**config.mk**
```make
export PLATFORM = sky130hd
export DESIGN_NAME = ddc_edid_reader
export DESIGN_NICKNAME = d
export VERILOG_FILES = /design/src/rtl/ddc_edid_reader.sv
export SDC_FILE = /design/constraint.sdc
export NUM_CORES = 1
export LEC_CHECK = 0
export BUFFER_PORTS_ARGS = -buffer_cell sky130_fd_sc_hd__buf_4
export CORE_ASPECT_RATIO = 1.1
export CORE_MARGIN = 8
export CORE_UTILIZATION = 35
export DETAILED_ROUTE_END_ITERATION = 8
export MAX_ROUTING_LAYER = met4
export PLACE_DENSITY = 0.5
export SLEW_MARGIN = 20
export SYNTH_ARGS = -nofsm -noshare
export SYNTH_HDL_FRONTEND = slang
export SYNTH_SLANG_ARGS = --single-unit
```
**constraint.sdc**
```tcl
create_clock -name clk -period 3.8 [get_ports clk]
set_input_delay 0.38 -clock clk [delete_from_list [all_inputs] [get_ports clk]]
set_output_delay 0.38 -clock clk [all_outputs]
set_load 0.05 [all_outputs]
```
**src/rtl/ddc_edid_reader.sv**
```systemverilog
module ddc_edid_reader #(
  parameter int DEPTH = 16,
  parameter int DIV_W = 16,
  parameter logic [2:0] RD_CMD = 3'd4
) (
  input  logic                     clk,
  input  logic                     rst_n,
  input  logic                     ctl_en,
  input  logic                     start_req,
  input  logic                     srst_req,
  input  logic                     fifo_clr,
  input  logic [2:0]               cmd,
  input  logic [31:0]              addr_word,
  input  logic [$clog2(DEPTH):0]   byte_cnt,
  input  logic [DIV_W-1:0]         clk_div,
  input  logic                     rd_en,
  input  logic                     sda_in,
  output logic                     start_bit,
  output logic                     srst_bit,
  output logic                     done,
  output logic                     err,
  output logic [7:0]               rd_data,
  output logic                     fifo_empty,
  output logic [$clog2(DEPTH):0]   fifo_level,
  output logic                     scl_lo,
  output logic                     sda_lo
);
  localparam int AW = $clog2(DEPTH);
  localparam int CW = AW + 1;

  typedef enum logic [2:0] {IDLE, START, TX, RX, STOP} state_t;
  typedef enum logic [2:0] {SEGP, SEGV, DEVW, OFFS, DEVR} stage_t;

  state_t state;
  stage_t stage;
  logic [DIV_W-1:0] div_cnt;
  logic [1:0] q;
  logic [3:0] bitn;
  logic [7:0] sh;
  logic [CW-1:0] left;
  logic nak, failed;
  logic [7:0] seg_q, segp_q, off_q;
  logic [6:0] dev_q;
  logic [7:0] mem [DEPTH];
  logic [AW-1:0] wp, rp;
  logic [CW-1:0] lvl;

  wire qtick  = (state != IDLE) && (div_cnt == clk_div);
  wire q_last = qtick && (q == 2'd3);
  wire q_samp = qtick && (q == 2'd2);
  wire go     = start_req && ctl_en && !start_bit && !srst_bit;
  wire req_ok = (cmd == RD_CMD) && (byte_cnt != '0) && (byte_cnt <= CW'(DEPTH)) && !addr_word[7];
  wire push   = q_last && (state == RX) && (bitn == 4'd7) && (lvl != CW'(DEPTH));
  wire pop    = rd_en && (lvl != '0);

  always_ff @(posedge clk or negedge rst_n) begin
    if (!rst_n) begin
      state <= IDLE; stage <= DEVW; div_cnt <= '0; q <= '0; bitn <= '0; sh <= '0;
      left <= '0; nak <= 1'b0; failed <= 1'b0; seg_q <= '0; segp_q <= '0; off_q <= '0;
      dev_q <= '0; start_bit <= 1'b0; srst_bit <= 1'b0; done <= 1'b0; err <= 1'b0;
    end else if (srst_bit) begin
      state <= IDLE; div_cnt <= '0; q <= '0; bitn <= '0; nak <= 1'b0; failed <= 1'b0;
      start_bit <= 1'b0; srst_bit <= 1'b0; done <= 1'b0; err <= 1'b0;
    end else begin
      if (srst_req) srst_bit <= 1'b1;
      div_cnt <= (state == IDLE || qtick) ? '0 : div_cnt + 1'b1;
      if (qtick) q <= q + 1'b1;
      case (state)
        IDLE: if (go) begin
          done <= 1'b0;
          if (req_ok) begin
            start_bit <= 1'b1; err <= 1'b0; failed <= 1'b0;
            seg_q <= addr_word[31:24]; segp_q <= addr_word[23:16];
            off_q <= addr_word[15:8]; dev_q <= addr_word[6:0];
            left <= byte_cnt;
            stage <= (addr_word[31:24] != 8'd0) ? SEGP : DEVW;
            state <= START;
          end else begin
            err <= 1'b1;
          end
        end
        START: if (q_last) begin
          state <= TX; bitn <= '0;
          sh <= (stage == SEGP) ? segp_q : {dev_q, stage == DEVR};
        end
        TX: begin
          if (q_samp && bitn == 4'd8) nak <= sda_in;
          if (q_last) begin
            if (bitn != 4'd8) begin
              sh <= sh << 1; bitn <= bitn + 1'b1;
            end else begin
              bitn <= '0;
              if (nak && (stage inside {SEGP, DEVW, DEVR})) begin
                failed <= 1'b1; state <= STOP;
              end else begin
                case (stage)
                  SEGP:    begin stage <= SEGV; sh <= seg_q; end
                  SEGV:    begin stage <= DEVW; state <= START; end
                  DEVW:    begin stage <= OFFS; sh <= off_q; end
                  OFFS:    begin stage <= DEVR; state <= START; end
                  default: state <= RX;
                endcase
              end
            end
          end
        end
        RX: begin
          if (q_samp && bitn != 4'd8) sh <= {sh[6:0], sda_in};
          if (q_last) begin
            if (bitn != 4'd8) bitn <= bitn + 1'b1;
            else begin
              bitn <= '0; left <= left - 1'b1;
              if (left == CW'(1)) state <= STOP;
            end
          end
        end
        STOP: if (q_last) begin
          state <= IDLE; start_bit <= 1'b0; done <= !failed; err <= failed;
        end
        default: state <= IDLE;
      endcase
    end
  end

  always_ff @(posedge clk or negedge rst_n) begin
    if (!rst_n) begin
      wp <= '0; rp <= '0; lvl <= '0;
    end else if (srst_bit || fifo_clr) begin
      wp <= '0; rp <= '0; lvl <= '0;
    end else begin
      if (push) wp <= (wp == AW'(DEPTH - 1)) ? '0 : wp + 1'b1;
      if (pop)  rp <= (rp == AW'(DEPTH - 1)) ? '0 : rp + 1'b1;
      lvl <= lvl + CW'(push) - CW'(pop);
    end
  end

  always_ff @(posedge clk)
    if (push) mem[wp] <= sh;

  assign rd_data    = mem[rp];
  assign fifo_empty = (lvl == '0);
  assign fifo_level = lvl;

  always_comb begin
    scl_lo = 1'b0;
    sda_lo = 1'b0;
    case (state)
      START: begin scl_lo = (q == 2'd0) || (q == 2'd3); sda_lo = q[1]; end
      TX:    begin scl_lo = (q == 2'd0) || (q == 2'd3); sda_lo = (bitn != 4'd8) && !sh[7]; end
      RX:    begin scl_lo = (q == 2'd0) || (q == 2'd3); sda_lo = (bitn == 4'd8) && (left != CW'(1)); end
      STOP:  begin scl_lo = (q == 2'd0); sda_lo = !q[1]; end
      default: ;
    endcase
  end


  bus_idle_chk: assert property (@(posedge clk) disable iff (!rst_n)
    !start_bit |-> (!scl_lo && !sda_lo));

  finish_flag_chk: assert property (@(posedge clk) disable iff (!rst_n)
    ($fell(start_bit) && !$past(srst_bit)) |-> (done != err));

  seg_skip_chk: assert property (@(posedge clk) disable iff (!rst_n)
    (state == TX && stage == SEGP) |-> (seg_q != 8'd0));

  fifo_bound_chk: assert property (@(posedge clk) disable iff (!rst_n)
    fifo_level <= CW'(DEPTH));

  bad_req_chk: assert property (@(posedge clk) disable iff (!rst_n)
    (go && !req_ok && !srst_req) |=> (err && !start_bit));

  srst_pulse_chk: assert property (@(posedge clk) disable iff (!rst_n)
    srst_bit |=> (!srst_bit && !start_bit && fifo_empty && !done && !err));

  sda_hold_chk: assert property (@(posedge clk) disable iff (!rst_n)
    (!scl_lo && $past(!scl_lo) && (state == TX || state == RX) && $past(state) == state)
      |-> $stable(sda_lo));
endmodule

```
* Word level (Yosys, flattened, before mapping)
Memory sizes are Yosys's and may differ from the RTL's.
Index checks and enable logic that the tools add are counted.
** Word-level totals
- Bits in registers :: 91
- Memory bits (writable) :: 128
- Memories kept :: 1
- Logic and storage cells :: 216
- Output and inout bits :: 20
** Memories
- mem :: depth 16, width 8, rd ports 1, clocked after memory_dff 0, write ports 1, line 44 : logic [7:0] mem [DEPTH];
** Cells by class
- Add/subtract/negate cells :: 8
- Bitwise gates (word level) :: 1
- Reductions and logical operators :: 61
- Eq/ne operators :: 44
- Muxes and demuxes :: 80
- Order comparisons :: 1
** Operators with widths (count)
- $mux 3 :: 16
- $mux 8 :: 6
- $mux 4 :: 10
- $mux 16 :: 2
- $ne 3x3->1 const B :: 10
- $mux 5 :: 5
- $mux 1 :: 24
- $pmux 8 s3 :: 1
- $logic_and 1x1->1 :: 18
- $reduce_bool 3->1 :: 6
- $add 16x1->16 const B :: 1
- $eq 16x16->1 :: 1
- $ne 2x2->1 const B :: 8
- $pmux 8 s2 :: 1
- $pmux 3 s5 :: 1
- $reduce_bool 2->1 :: 7
- $add 4x1->4 const B :: 3
- $eq 3x2->1 const B :: 4
- $eq 4x4->1 const B :: 3
- $ne 4x4->1 const B :: 3
- $pmux 3 s2 :: 2
- $pmux 3 s4 :: 1
- $reduce_and 6->1 :: 2
- $pmux 1 s2 :: 5
- 36 further kinds :: 55

* Longest topological paths before layout
Gate-level depths: netlist of the first run.
- Word-level depth :: 9
- Mapped depth :: 18

* Worst setup path after synthesis of the first run
Ideal clock, no wire load.
- Kind :: register -> register
- From :: reg lvl[3] (netlist: fifo_level[3])
- To :: reg lvl[4] (netlist: fifo_level[4])
- Cell stages (with the launch flop) :: 17
- Path slack :: -577 ps
- Data required time :: 3668 ps
- Library setup time :: 132 ps
- Buffers on the path :: 0
- Arrival :: 4245 ps
- Cells stage by stage :: dfrtp_1 inv_1 ha_1 nor4b_1 nand2b_1 inv_1 ha_1 inv_1 ha_1 inv_1 fa_1 inv_1 a21oi_1 nor2_1 nor2_1 xnor2_1 nor2_1
** Between the ends
- Word-level cells in the longest chain between the ends :: 5
- Elaborated cells between the ends (all ways) :: 7
- Those cells by class :: add/sub (2); eq/ne (1); mux (1); reduce/logical (3)
** Ends and longest elaborated chain
- from (decl) :: line 46 : logic [CW-1:0] lvl;
- from (signal assigned) :: line 133 : lvl <= lvl + CW'(push) - CW'(pop);
- $ne 5x5->1 :: line 53 : wire push = q_last && (state == RX) && (bitn == 4'd7) && (lvl != CW'(DEPTH));
- $logic_and 1x1->1 :: line 53
- $add 5x1->5 :: line 133
- $sub 5x1->5 * :: line 133
- $mux 5 * :: line 128 : end else if (srst_bit || fifo_clr) begin
Mark *: on every way between the ends. The rest lies on a longest branch, timed or not.
A chain may end at the register's enable or synchronous reset.

* Final worst setup path of the first run
- From :: reg rp[0]
- To :: out rd_data[6]
** Between the ends
- Word-level cells in the longest chain between the ends :: 1
** Ends and longest elaborated chain
- from (decl) :: line 45 : logic [AW-1:0] wp, rp;
- from (signal assigned) :: line 132 : if (pop) rp <= (rp == AW'(DEPTH - 1)) ? '0 : rp + 1'b1;
- $mem_v2 16x8
- to (decl) :: line 22 : output logic [7:0] rd_data,
No other way between the ends.

==> results.cfg, run 1 <==
[outcome]
status = complete, but fails checks
violations = negative hold slack

[yosys]
syn-cell-area_mm2 = 0.0102
netlist.area_leader.share = 0.377
synth_top_cell_by_area = edfxtp_1
ys_ff_latch = 219
syn_inst = 777
synthTopCellsByArea = edfxtp_1 (38%), dfrtp_1 (22%), mux2_2 (6.2%), mux4_2 (3.5%), mux2i_1 (3.4%)
yosys_warnings = 0
synthArstFlopShare = 0.416
synth_seq_area_share = 0.600
synth.distinct_cells = 62
synthMostInstantiatedCell = edfxtp_1
syn_nets = 861
synth_common_cells = edfxtp_1 (128), dfrtp_1 (90), mux2_2 (56), nor2_1 (42)
syn_avg_cell_area_um2 = 13.1
synth_edf_count = 128
synth-main-ff-cell = edfxtp_1

[clock_tree]
clk_pin_slew_ps = 60
cts_buffers = 25
post-cts-setup-buffers = 0
cts_tree = yes
ctsLongestPathBuffers = 3
cts_resized = 0
clk-insertion-delay-late_ps = 520
cts-root-buf = clkbuf_16
cts_hold_buf = 0
cts.sinks = 219
htree_levels = 1

[worst_setup_path]
cp-start-kind = register
cp.arrival_ps = 2670
cp.required_ps = 3420
crit_path_end_kind = output pin
crit_path_max_fanout = 30
criticalPathCategory = reg2out

[global_routing]
grt_max_degree = 69
grt_pass1_vias = 6719
gr-total-overflow = 0
grt_antenna_before_repair = 0
grt_use_total = 0.142
grt_pass1_wl_mm = 38.4

[routing]
drt-initial-drc-count = 361
drt-total-wl_mm = 23.9
post-route-drc-count = 0
viasPerCell = 5.17
vias = 6425
antenna_left = 0
dr.pass1.iters = 4
wl_per_cell_um = 19.2

[place]
gp_congestion = 0.783
dp_cells = 1197
io_buffers = 83
hpwl_mm = 16.5
dpl_worst_slack_ps = 683

[sta]
worst_pin_slew_ps = 909
skew_ps = 9.04
hold_viol_final = 18
slew_violations = 0
setup_violations = 0
post-route-period-util = 0.804
period_needed_ps = 3050
worst_slack_ps = 747
rsz0062_at_grt = false
max_slew_margin = 0.394
max_freq_mhz = 328
setup_tns_ps = 0
hold_ws_ps = -21.1

[die]
die_h_um = 195
num_rows = 65
die_width_um = 179
ios = 84
design.die.area_mm2 = 0.0349
start_util = 0.355
core_mm2 = 0.0287

[power_and_ir_drop]
power_frac_seq = 0.437
power_density_mw_per_mm2 = 523
combPwrFrac = 0.197
leakagePower_uw = 0.00459
peakVddDrop_v = 0.000294
swShare = 0.288
clock_power_share = 0.365
power_switching_uw = 1810
internal_power_uw = 4460

[cells_and_area]
drive_gt1_frac = 0.251
area_growth_pct = 17.6
fin_util = 0.418
antennaDiodeCount = 0
final_nets = 940
fin_cells = 1243

[job]
max_cap_violations = 0

[worst_hold_path]
min_path_type = in2async
-- worst max-delay path, stage by stage (launching register included) --
cell	delay (ps)
dfrtp_2	630
buf_12	290
mux2i_1	140
a221oi_1	620
a22oi_1	150
nand2_1	110
buf_4	200
-- sequential cells by signal, indices dropped and copies added, names as in the netlist --
register	flops
bitn	4
dev_q	7
div_cnt	16
done	1
err	1
failed	1
fifo_level	5
left	5
mem	128
nak	1
off_q	8
q	2
rp	4
seg_q	8
segp_q	8
sh	8
srst_bit	1
stage	3
start_bit	1
state	3
wp	4
-- placed cells by master, fill, tap and decap left out, types with 13 or more instances in the layout --
cell type  instances
a21oi_1           35
buf_4             95
mux2i_1           35
inv_1             25
xnor2_1           20
mux2_2            56
dfrtp_1           89
ha_1              19
edfxtp_1         128
clkbuf_16         25
nand4_1           13
mux4_2            16
nand2_1           39
nor2_1            42
o21ai_0           39
xor2_1            15
and2_1            14
-- cell families (layout without fill, tap and decap cells) --
group,Yosys count,after routing,synth area share
fa+ha+maj,20,20,0.0253
xor+xnor,36,36,0.0316
simple gates,195,195,0.106
flops,219,219,0.600
mux,107,107,0.131
compound gates,130,130,0.0780
buf+inv,70,168,0.0277
-- power groups by stage --
stage / combinational, uW / sequential (uW) / clock (uW)
4_1_cts: 1260 / 2750 / 2350
3_5_place_dp: 1260 / 2790 / 0
5_1_grt: 1370 / 2770 / 2460
6_report: 1240 / 2740 / 2290
3_3_place_gp: 1260 / 2790 / 0
2_1_floorplan: 870 / 2800 / 0
-- per-layer routing --
layer,GRT usage,part of all wire
met2,0.218,0.47
met4,0.0438,0.025
met1,0.193,0.47
met3,0.0214,0.034
met5,-,0
-- through the flow --
step	cell area (um^2)	hold slack, ps	total power (uW)
finish	12000	-21.1	6270
global placement	11200	486	4050
detailed placement	11200	490	4050
floorplan	10200	84.4	3670
global route	12000	50.1	6590
CTS	12000	36.8	6360
-- area by class of cell --
class / count / area (um^2)
clock inverter: 16 / 128
fill: 2710 / 16700
timing repair buffer: 96 / 733
clock buffer: 30 / 644
inverter: 26 / 97.6
sequential: 219 / 6120
tap: 368 / 460
multi-input combinational: 488 / 3810
-- final timing paths --
| path | startpoint | slack, ps | cells past startpoint | to |
|---|---|---|---|---|
| setup / recovery | rp[0]$_DFFE_PN0P_ | 750 | 6 | rd_data[6] |
| hold / removal | rst_n | -20 | 1 | div_cnt[9]$_DFF_PN0_ |
| setup reg to reg | div_cnt[2]$_DFF_PN0_ | 780 | 16 | fifo_level[4]$_DFF_PN0_ |
| hold reg to reg | seg_q[1]$_DFFE_PN0P_ | 500 | 1 | seg_q[1]$_DFFE_PN0P_ |
| max in group asynchronous | rst_n | 2920 | 2 | dev_q[6]$_DFFE_PN0P_ |
| min in group clk | srst_req | 80 | 2 | srst_bit$_DFF_PN0_ |
Note: power is estimated with default switching activity, not from simulation.
==> run 2: changes to the inputs <==
==> constraint.sdc (replaced) <==
create_clock -name clk -period 3.1 [get_ports clk]
set_input_delay 0.31 -clock clk [delete_from_list [all_inputs] [get_ports clk]]
set_output_delay 0.31 -clock clk [all_outputs]
set_load 0.05 [all_outputs]
==> run 2 against run 1 <==
Effect of this change: the flow now finishes without violations; utilization up 1.4 points; cell area up 3.3%; register-to-register slack worse by 510 ps; critical path depth unchanged; combinational power up 34%; non-clock buffer count up 35; via count up 1.8%; clock skew up 9.5 ps; power up 24%; first-iteration DRC count down 10%.
==> results.cfg, run 2 (same netlist as run 1, synthesis figures left out) <==
[outcome]
status = finished clean

[cells_and_area]
drive_gt1_frac = 0.277
largest_reg_flops = 128
final_common_cell = edfxtp_1
final_nets = 975
area_growth_pct = 21.5
regMostFlops = mem
final_cell_mix = edfxtp_1 (128), buf_4 (109), dfrtp_1 (86)
antennaDiodeCount = 0
reg_top3 = mem x128, div_cnt x16

[die]
num_rows = 65
start_util = 0.355
ios = 84
design.die.area_mm2 = 0.0349
core_mm2 = 0.0287
die_h_um = 195
die_width_um = 179

[power_and_ir_drop]
power_density_mw_per_mm2 = 629
leakagePower_uw = 0.00475
power_switching_uw = 2250
combPwrFrac = 0.212
swShare = 0.289
clock_power_share = 0.361
internal_power_uw = 5550
power_frac_seq = 0.427
peakVddDrop_v = 0.000359

[worst_setup_path]
rrSetupSlack_ps = 270
crit_path_max_fanout = 14
cp.arrival_ps = 2530
criticalPathCategory = reg2out
cp-start-kind = register
cp.required_ps = 2790
crit_path_end_kind = output pin

[sta]
setup_tns_ps = 0
rsz0062_at_grt = false
slew_violations = 0
post-route-period-util = 0.915
skew_ps = 18.5
max_slew_margin = 0.459
max_freq_mhz = 353
period_needed_ps = 2840
setup_violations = 0
worst_pin_slew_ps = 807
hold_viol_final = 0
worst_slack_ps = 264

[clock_tree]
ctsLongestPathBuffers = 3
clk-insertion-delay-late_ps = 530
clk_pin_slew_ps = 60
cts_buffers = 25
htree_levels = 1
cts.sinks = 219
cts-root-buf = clkbuf_16
cts_tree = yes

[job]
max_cap_violations = 0

[routing]
viasPerCell = 5.12
wl_per_cell_um = 19.0
antenna_left = 0
drt-initial-drc-count = 325
post-route-drc-count = 0
dr.pass1.iters = 4
drt-total-wl_mm = 24.3
vias = 6538

[global_routing]
grt_max_degree = 40
grt_antenna_before_repair = 0
grt_pass1_vias = 6793
grt_pass1_wl_mm = 38.9
gr-total-overflow = 0
grt_use_total = 0.145

[place]
dpl_worst_slack_ps = 179
io_buffers = 83
hpwl_mm = 16.7
gp_congestion = 0.793

[worst_hold_path]
min_path_type = in2reg
-- run 2: cell count changes in the layout (fill, tap and decap cells not counted), sizes merged --
cell | before | now
clkbuf | 30 | 35
bufinv | 2 | 1
dlygate4sd3 | 0 | 21
clkinv | 12 | 5
buf | 96 | 110
clkinvlp | 1 | 4
-- run 2: through the flow --
step           hold WS [ps]  utilization  instance area [um^2]  total power (uW)  std cells
2_1_floorplan          14.4            -                 10300              4560        777
3_3_place_gp            313        0.396                 11400              5050       1209
3_5_place_dp            315        0.396                 11400              5040       1209
4_1_cts                1.37        0.431                 12400              7910       1276
5_1_grt                6.53        0.432                 12400              8210       1278
6_report               24.0        0.432                 12400              7800       1278
-- run 2: path summary, 6_finish.rpt --
check,startpoint,end,cells after the start
min in group asynchronous,rst_n,div_cnt[9]$_DFF_PN0_,2
min reg2reg,seg_q[4]$_DFFE_PN0P_,seg_q[4]$_DFFE_PN0P_,1
max reg2reg,div_cnt[2]$_DFF_PN0_,fifo_level[4]$_DFF_PN0_,16
max in group asynchronous,rst_n,stage[1]$_DFFE_PN1P_,3
min,addr_word[3],dev_q[3]$_DFFE_PN0P_,2
max,rp[2]$_DFFE_PN0P_,rd_data[7],6
-- run 2: layer usage --
| metal | global-route usage | vias to the layer above | part of all wire |
|---|---|---|---|
| met5 | - | - | 0 |
| li1 | - | 3133 | - |
| met2 | 0.220 | 135 | 0.46 |
| met4 | 0.0432 | 0 | 0.024 |
| met1 | 0.199 | 3229 | 0.48 |
| met3 | 0.0189 | 41 | 0.033 |
-- run 2: worst max-delay path, stage by stage, from the launching register on --
cell     delay, ps
dfrtp_1        640
nor2b_2        470
buf_4          250
a21oi_1        120
a22oi_1        200
nand2_1        110
buf_4          200
-- run 2: cell type report --
type / count / area, um^2
clock inverter: 11 / 103
fill: 2699 / 16300
tap: 368 / 460
clock buffer: 35 / 683
multi-input combinational: 488 / 3880
timing repair buffer: 131 / 1050
sequential: 219 / 6130
inverter: 26 / 97.6
-- run 2: what timing repair did --
item / CTS / global route
hold buffers: 21 / 0
setup endpoints to repair: 0 / 9
setup buffers: 0 / 2
hold endpoints to repair: 54 / 0
gates resized for setup: 0 / 4
-- run 2: power groups by stage --
stage	clock (uW)	combinational (uW)	sequential [uW]
6_report	2810	1660	3330
5_1_grt	3010	1840	3350
4_1_cts	2900	1680	3330
3_5_place_dp	0	1650	3390
3_3_place_gp	0	1670	3390
2_1_floorplan	0	1120	3440
==> run 3: changes to the inputs <==
==> constraint.sdc (replaced) <==
create_clock -name clk -period 3.3 [get_ports clk]
set_input_delay 0.33 -clock clk [delete_from_list [all_inputs] [get_ports clk]]
set_output_delay 0.33 -clock clk [all_outputs]
set_load 0.05 [all_outputs]
==> run 3 against run 2 <==
Effect of this change: count of clock-buffer cells in the layout increased by 2; highest routed layer unchanged; sequential power decreased by 6%; first-iteration DRC count decreased by 7.7%; sequential share of layout area increased by 1.2 points; non-clock buffer count decreased by 27; cell count decreased by 2.1%; routed wire length decreased by 0.21%; global-route usage decreased by 0.10 points; hold slack improved by 7.6 ps; critical path type unchanged; critical endpoint is now rd_data[2].
==> results.cfg, run 3 (same netlist as run 1, synthesis figures left out) <==
[routing]
drt-met1-wl_mm = 11.7
drt-total-wl_mm = 24.3
dr_wl_met2_mm = 11.3
vias = 6425
post-route-drc-count = 0
maxUsedRoutingLayer = met4
antenna_left = 0
wl_per_cell_um = 19.4
dr.pass1.iters = 4
met3_length_um = 874
drt-initial-drc-count = 300
viasPerCell = 5.14

[sta]
rsz0062_at_grt = false
post-route-period-util = 0.923
period_needed_ps = 3050
hold_ws_ps = 31.7
slew_violations = 0
max_slew_margin = 0.429
worst_pin_slew_ps = 856
setup_violations = 0
max_freq_mhz = 328
skew_ps = 8.82
hold_viol_final = 0
setup_tns_ps = 0

[die]
ios = 84
design.die.area_mm2 = 0.0349
core_mm2 = 0.0287
start_util = 0.355
num_rows = 65
die_width_um = 179
die_h_um = 195

[global_routing]
grt_pass1_vias = 6710
gr-total-overflow = 0
grt_pass1_wl_mm = 38.6
grt_antenna_before_repair = 0
grt_max_degree = 64
grt_use_total = 0.144

[place]
io_buffers = 83
gp_congestion = 0.774
dpl_cell_area_mm2 = 0.0113
hpwl_mm = 16.9

[power_and_ir_drop]
leakagePower_uw = 0.00465
finalPower_uw = 7310
power_density_mw_per_mm2 = 605
peakVddDrop_v = 0.000336

[cells_and_area]
fin_area_mm2 = 0.0121
antennaDiodeCount = 0
fin_util = 0.421
final_cell_mix = edfxtp_1 (128), buf_4 (102), dfrtp_1 (89)
reg_top3 = mem x128, div_cnt x16
regMostFlops = mem
nFillCells = 2684
area_growth_pct = 18.5
final_common_cell = edfxtp_1
final_nets = 948
largest_reg_flops = 128
drive_gt1_frac = 0.256

[worst_setup_path]
cp-start-kind = register
cp.required_ps = 2970
crit_path_max_fanout = 14
criticalPathCategory = reg2out
cp.arrival_ps = 2720
rrSetupSlack_ps = 270
crit_chain = nor2b_1 -> buf_4 -> a21oi_1 -> a22oi_1 -> nand2_1 -> buf_4
crit_path_end_kind = output pin
slowest_stage = dfrtp_1
cpMostUsedCell = buf_4
max_stage_delay_ps = 640

[clock_tree]
htree_levels = 1
cts.sinks = 219
clk-insertion-delay-late_ps = 520
cts_buffers = 25
ctsLongestPathBuffers = 3
cts-root-buf = clkbuf_16
cts_tree = yes
clk_pin_slew_ps = 60

[worst_hold_path]
min_path_type = in2reg

[job]
max_cap_violations = 0

[outcome]
status = finished clean
-- run 3: area by class of cell --
type | count | area [um^2] | area share
multi-input cells | 488 | 3820 | 0.316
flip-flops and latches | 219 | 6120 | 0.506
repair buffers | 104 | 796 | 0.0658
clock buffers | 37 | 691 | 0.0571
clock inverters | 9 | 106 | 0.00879
inverters | 26 | 97.6 | 0.00807
well taps | 368 | 460 | 0.0381
-- run 3: what timing repair did --
action,CTS,global route
endpoints found under the hold margin,61,0
hold buffers,1,0
resized for setup,0,0
buffers inserted,0,0
setup endpoints to repair,0,1
-- run 3: worst paths after layout --
check,startpoint,endpoint,cells past startpoint
hold reg to reg,seg_q[2]$_DFFE_PN0P_,seg_q[2]$_DFFE_PN0P_,1
min in group asynchronous,rst_n,div_cnt[9]$_DFF_PN0_,2
max in group asynchronous,rst_n,stage[1]$_DFFE_PN1P_,3
setup / recovery,rp[2]$_DFFE_PN0P_,rd_data[2],6
hold / removal,srst_req,srst_bit$_DFF_PN0_,2
setup reg to reg,div_cnt[15]$_DFF_PN0_,fifo_level[4]$_DFF_PN0_,16
-- run 3: where the power goes --
| group | leakage, uW | switching (uW) | internal [uW] |
|---|---|---|---|
| logic | 0.00191 | 862 | 619 |
| registers | 0.00235 | 135 | 3010 |
| clock network | 0.000389 | 1080 | 1610 |
-- run 3: metal layers --
metal | global-route usage | vias to the layer above
met4 | 0.0368 | 0
met1 | 0.193 | 3186
li1 | - | 3088
met5 | - | -
met3 | 0.0228 | 32
met2 | 0.224 | 119
-- run 3: worst max-delay path: cells and delay by family, from the launching register on --
kind	cells	cell delay, ps
compound gates	2	320
buf+inv	2	500
flops	1	640
simple gates	2	740
-- run 3: metrics by stage --
stage	setup WS, ps	instances
3_5_place_dp	188	1204
2_1_floorplan	27.9	777
5_1_grt	12.9	1251
4_1_cts	217	1251
3_3_place_gp	233	1204
6_report	253	1251
